## src/rtl/swd_lrd_pkg.sv

```systemverilog
package swd_lrd_pkg;

    localparam int SEL_W = 16;

    // Reverse a select-width word: the first transmitted bit ends up as MSB
    function automatic logic [SEL_W-1:0] rev_sel(input logic [SEL_W-1:0] v);
        logic [SEL_W-1:0] r;
        for (int i = 0; i < SEL_W; i++) begin
            r[i] = v[SEL_W-1-i];
        end
        return r;
    endfunction

endpackage

```

## src/rtl/swd_lrd_edge.sv

```systemverilog
module swd_lrd_edge (
    input  logic clk,
    input  logic rst_n,
    input  logic swclk_i,
    output logic rise_o
);
    logic prev_d, prev_q;

    always_comb begin
        prev_d = swclk_i;
        rise_o = swclk_i & ~prev_q;
    end

    // Reset high so a clock already high after reset is not an edge
    always_ff @(posedge clk or negedge rst_n) begin
        if (!rst_n) prev_q <= 1'b1;
        else        prev_q <= prev_d;
    end
endmodule

```

## src/rtl/swd_lrd_runcnt.sv

```systemverilog
module swd_lrd_runcnt #(
    parameter int CNT_W    = 8,
    parameter int MIN_HIGH = 50
) (
    input  logic             clk,
    input  logic             rst_n,
    input  logic             rise_i,
    input  logic             dio_i,
    input  logic             clr_i,
    output logic             pulse_o,
    output logic [CNT_W-1:0] len_o
);
    localparam logic [CNT_W-1:0] CNT_MAX = {CNT_W{1'b1}};
    localparam logic [CNT_W-1:0] MIN_L   = CNT_W'(MIN_HIGH);

    typedef struct packed {
        logic [CNT_W-1:0] cnt;
        logic [CNT_W-1:0] len;
        logic             pulse;
    } run_st_t;

    run_st_t st_d, st_q;

    always_comb begin
        st_d       = st_q;
        st_d.pulse = 1'b0;
        if (rise_i) begin
            if (dio_i) begin
                if (st_q.cnt != CNT_MAX) st_d.cnt = st_q.cnt + 1'b1;
            end else begin
                if (st_q.cnt >= MIN_L) begin
                    st_d.pulse = 1'b1;
                    st_d.len   = st_q.cnt;
                end
                st_d.cnt = '0;
            end
        end
        if (clr_i) st_d.cnt = '0;
    end

    always_ff @(posedge clk or negedge rst_n) begin
        if (!rst_n) st_q <= '0;
        else        st_q <= st_d;
    end

    assign pulse_o = st_q.pulse;
    assign len_o   = st_q.len;
endmodule

```

## src/rtl/swd_lrd_selmatch.sv

```systemverilog
module swd_lrd_selmatch
    import swd_lrd_pkg::*;
#(
    parameter logic [SEL_W-1:0] PATTERN = 16'hE79E
) (
    input  logic clk,
    input  logic rst_n,
    input  logic rise_i,
    input  logic dio_i,
    output logic pulse_o
);
    localparam int               FILL_W = $clog2(SEL_W + 1);
    localparam logic [FILL_W-1:0] FILL_FULL = FILL_W'(SEL_W);
    localparam logic [FILL_W-1:0] FILL_LAST = FILL_W'(SEL_W - 1);
    localparam logic [SEL_W-1:0]  TARGET    = rev_sel(PATTERN);

    typedef struct packed {
        logic [SEL_W-1:0]  hist;
        logic [FILL_W-1:0] fill;
        logic              pulse;
    } sel_st_t;

    sel_st_t st_d, st_q;

    always_comb begin
        st_d       = st_q;
        st_d.pulse = 1'b0;
        if (rise_i) begin
            st_d.hist = {st_q.hist[SEL_W-2:0], dio_i};
            if (st_q.fill != FILL_FULL) st_d.fill = st_q.fill + 1'b1;
            if (st_q.fill >= FILL_LAST && st_d.hist == TARGET) begin
                st_d.pulse = 1'b1;
                st_d.fill  = '0;
            end
        end
    end

    always_ff @(posedge clk or negedge rst_n) begin
        if (!rst_n) st_q <= '0;
        else        st_q <= st_d;
    end

    assign pulse_o = st_q.pulse;
endmodule

```

## src/rtl/swd_linereset_det.sv

```systemverilog
module swd_linereset_det
    import swd_lrd_pkg::*;
#(
    parameter int               CNT_W    = 8,
    parameter int               MIN_HIGH = 50,
    parameter logic [SEL_W-1:0] SEL_PAT  = 16'hE79E
) (
    input  logic             clk,
    input  logic             rst_n,
    input  logic             strict_mode,
    input  logic             swclk_s,
    input  logic             swdio_s,
    input  logic             phase_adv,
    output logic             line_rst_pulse,
    output logic             sel_pulse,
    output logic [CNT_W-1:0] rst_len,
    output logic             decode_en
);
    logic rise;
    logic armed_d, armed_q;

    swd_lrd_edge u_edge (
        .clk     (clk),
        .rst_n   (rst_n),
        .swclk_i (swclk_s),
        .rise_o  (rise)
    );

    swd_lrd_runcnt #(
        .CNT_W    (CNT_W),
        .MIN_HIGH (MIN_HIGH)
    ) u_run (
        .clk     (clk),
        .rst_n   (rst_n),
        .rise_i  (rise),
        .dio_i   (swdio_s),
        .clr_i   (phase_adv),
        .pulse_o (line_rst_pulse),
        .len_o   (rst_len)
    );

    swd_lrd_selmatch #(
        .PATTERN (SEL_PAT)
    ) u_sel (
        .clk     (clk),
        .rst_n   (rst_n),
        .rise_i  (rise),
        .dio_i   (swdio_s),
        .pulse_o (sel_pulse)
    );

    always_comb begin
        armed_d   = armed_q | line_rst_pulse;
        decode_en = ~strict_mode | armed_q;
    end

    always_ff @(posedge clk or negedge rst_n) begin
        if (!rst_n) armed_q <= 1'b0;
        else        armed_q <= armed_d;
    end
endmodule

```

## config.mk

```make
export PLATFORM = sky130hd
export DESIGN_NAME = swd_linereset_det
export DESIGN_NICKNAME = d
export VERILOG_FILES = /design/src/rtl/swd_lrd_pkg.sv /design/src/rtl/swd_lrd_edge.sv /design/src/rtl/swd_lrd_runcnt.sv /design/src/rtl/swd_lrd_selmatch.sv /design/src/rtl/swd_linereset_det.sv
export SDC_FILE = /design/constraint.sdc
export NUM_CORES = 1
export LEC_CHECK = 0
export BUFFER_PORTS_ARGS = -buffer_cell sky130_fd_sc_hd__buf_2
export CAP_MARGIN = 30
export CORE_MARGIN = 5
export CORE_UTILIZATION = 45
export CTS_BUF_LIST = sky130_fd_sc_hd__clkbuf_2 sky130_fd_sc_hd__clkbuf_4 sky130_fd_sc_hd__clkbuf_8
export CTS_CLUSTER_DIAMETER = 40
export CTS_CLUSTER_SIZE = 25
export DETAILED_ROUTE_END_ITERATION = 8
export PLACE_DENSITY = 0.73
export SLEW_MARGIN = 5
export SYNTH_ARGS = -nofsm -noshare
export SYNTH_HDL_FRONTEND = slang
export SYNTH_SLANG_ARGS = --single-unit
```

## constraint.sdc

```tcl
create_clock -name clk -period 2.8 [get_ports clk]
set_clock_uncertainty 0.2 [all_clocks]
set_input_delay 0.28 -clock clk [delete_from_list [all_inputs] [get_ports clk]]
set_output_delay 0.28 -clock clk [all_outputs]
set_load 0.005 [all_outputs]
```

==> out/qor.csv <==
metric,value,unit
worst rel slew slack,0.4237,
synth-to-layout area growth,10.16,%
fin crit period,2.149,ns
"Seq/Total Area, Yosys",0.5218,
CP max stage cell,dfrtp_1,
CTS Buffer Depth,2,
synth warn,0,
Remaining DRCs,0,
final core utilization,0.5214,
CP top delay family,flip-flops,
Highest Clock Rate,465.4,MHz
"slowest stage delay, CP",0.42,ns
sequential fraction of design power,0.560,
Hold EP,u_sel.st_q[6],
core area,0.004058,mm²
# setup viols final,0,
"top cells by area, synth","dfrtp_1, nand2_1, mux2_2, ha_1, buf_4",
Synth top area share,0.5081,
"Clk Latency, worst-skew pair",0.29,ns
Root Buffer,clkbuf_8,
Final Instance Count excl. Fillers,258,
Register-to-Register Path Depth,6,
ys flop type,dfrtp_1,
nature of the critical path endpoint,flop,
clock-pin slew on the worst setup and hold paths,0.07,ns
Die Span Y,75.33,µm
num rows,23,
R2R Path End,u_run.len_o[3],
depth of the CTS H-tree,2,
wire length per cell,13.21,µm
Post-CTS Resized,0,
LEAKAGE,1.070,nW
Tot GR Track Use,0.1450,
total CTS buffers,5,
clk sinks,40,
status,"complete, no violations",
Cells after Synth,193,
largest fanout on the critical path,9,
die area,0.005675,mm²
HP Start,swdio_s,
share of cells above drive strength 1,0.1827,
initial antenna violation count,0,
Fill cells,371,
CP Buf/Inv Count,1,
Critical Path RT,2.77,ns
"EDFF count, synth",0,
area occupied by multi-input gates,803.3,µm²
cell area after synthesis,0.001921,mm²
Startpoint Class,flop,
largest net degree at the start of global routing,41,
Final Hold Vio Count,0,
PD cells,628.0,mW/mm²
RSZ-0062 raised after global routing,false,
Clock power frac,0.293,
register area,0.001002,mm²
sw power,0.0003753,W
critical path arrival,2.12,ns
DP Cell Count,247,
RePlAce Congestion,0.8528,
hpwl dp,2368,µm
Yosys reg bits,40,
I/O pin cnt,17,
max-cap viol count,0,
first-pass GRT wire length,6154,µm
combinational share of power,0.147,
Switching Share,0.2825,
via count,1390,
crit-path cells,"inv_1, ha_1, nor4_1, nor2_1, o31ai_4, mux2_2",
DR iter-0 viols,95,
grt ovf,0,
min-delay worst type,in2reg,
Nets,218,
vias per cell,5.388,
Syn Nets,204,
DRT Pass-1 Iters,4,
leading area contributor after synthesis,dfrtp_1,
transition time of the tightest slew-check pin,0.8644,ns
CP Class,reg2reg,
die span in x,75.33,µm
Port Buf Inserts,16,
vias in the first global route,1294,
Power Internal,0.0009533,W
Initial Util,0.4733,
TritonCTS clock tree,done,
max-slew violations,0,
WL final,3408,µm
Setup TNS Final,0,ns
ANT nets after route,0,
r2r setup slk,0.65,ns
Synth cell types,42,
share of flip-flops with an asynchronous set or reset,1.000,
Worst VDD drop,319.7,µV
RR Startpoint,u_run.st_q[9],
Hold Crit Depth,3,
Mean Syn Cell Area,9.951,µm²
period utilization,0.7674,
Ant. Diodes,0,
==> what timing repair did <==
item | in CTS | in global routing
hold buffers | 3 | 0
setup endpoints to repair | 0 | 0
setup buffers | 0 | 0
endpoints found under the hold margin | 41 | 0
==> Yosys cell counts, types with 2 or more instances <==
master	instances
and3_1	6
nor4_1	2
nand3_1	5
mux2_2	7
clkbuf_1	4
a22o_1	3
nor2_1	6
buf_2	2
buf_4	8
ha_1	5
dfrtp_1	39
a21oi_1	3
nand4b_1	3
nor3_1	3
nor2b_1	3
nand4_1	3
or3_1	2
o22a_1	2
inv_1	8
nand2b_1	2
o21ai_0	4
nand2_1	53
==> layout by cell type (no fill, tap or decap), drive strengths merged, types with 2 or more instances in the layout <==
cell type,count
nand2,53
dfrtp,39
buf,18
inv,8
mux2,7
and3,6
nor2,6
clkbuf,6
nand3,5
ha,5
o21ai,4
nor2b,3
nand4b,3
nand4,3
a22o,3
nor3,3
a21oi,3
dlygate4sd3,3
nor4,3
nand2b,2
or3,2
o22a,2
clkinv,2
o31ai,2
==> worst reg2reg max path, stage by stage (launching register included) <==
cell and delay (ns):
dfrtp_1 0.42, inv_1 0.06, ha_1 0.19, nor4_1 0.27
nor2_1 0.10, o31ai_4 0.40, mux2_2 0.39
==> power groups by stage <==
stage	logic [W]	registers (W)	clock network, W
floorplan	0.000154	0.000732	0
global placement	0.000190	0.000751	0
detailed placement	0.000196	0.000754	0
CTS	0.000200	0.000742	0.000402
global route	0.000230	0.000756	0.000429
finish	0.000195	0.000744	0.000389
==> registers in the layout (all words and copies together), names as in the netlist <==
name	cells
armed_q	1
u_sel.st_q	20
u_run.len_o	8
u_run.st_q	8
u_run.pulse_o	1
u_edge.prev_q	1
u_sel.pulse_o	1
==> logic make-up (layout without fill, tap and decap cells) <==
group | Yosys count | in the layout | synth area share
multiplexers | 8 | 8 | 0.04626
adder cells (fa/ha/maj) | 5 | 5 | 0.03257
AND/OR/NAND/NOR | 93 | 93 | 0.2345
XOR/XNOR | 1 | 1 | 0.004561
AO/OA/AOI/OAI | 24 | 24 | 0.1003
flip-flops | 40 | 40 | 0.5218
buffers and inverters | 22 | 37 | 0.05993
==> area by class of cell <==
type                       instances  share of cell area
clock buffer                       6             0.03903
clock inverter                     2            0.004731
inverter                           8             0.01419
multi-input combinational        131              0.3797
sequential                        40              0.4737
tap                               50             0.02957
timing repair buffer              21             0.05914
==> through the flow <==
step                      hold WS, ns  worst slack (ns)  instance area (µm²)  power (W)
after floorplan               -0.2156            0.8087                 1921  0.0008857
after global placement         0.2126            0.7077                 1993  0.0009407
after detailed placement       0.2161            0.6504                 1993  0.0009503
after CTS                     0.05750            0.6494                 2116   0.001345
after global routing          0.08140            0.4854                 2116   0.001415
final                         0.07022            0.6513                 2116   0.001329
==> how the worst max path moves through the flow <==
stage,start,to,slack (ns),depth (start not counted)
after floorplan,u_run.st_q[9],u_run.len_o[0],0.81,6
after global placement,u_run.st_q[9],u_run.len_o[0],0.71,6
after detailed placement,u_run.st_q[9],u_run.len_o[0],0.65,6
after CTS,u_run.st_q[9],u_run.len_o[0],0.65,6
after global routing,u_run.st_q[9],u_run.len_o[5],0.49,6
final,u_run.st_q[9],u_run.len_o[3],0.65,6
==> routing by layer <==
| metal | up-vias | routed length, µm | global-route usage |
|---|---|---|---|
| li1 | 685 | - | - |
| met1 | 675 | 1696 | 0.2062 |
| met2 | 23 | 1489 | 0.2071 |
| met3 | 7 | 143 | 0.03298 |
| met4 | 0 | 78 | 0.07573 |
| met5 | - | 0 | 0 |
Power figures use the tool's default switching activity.
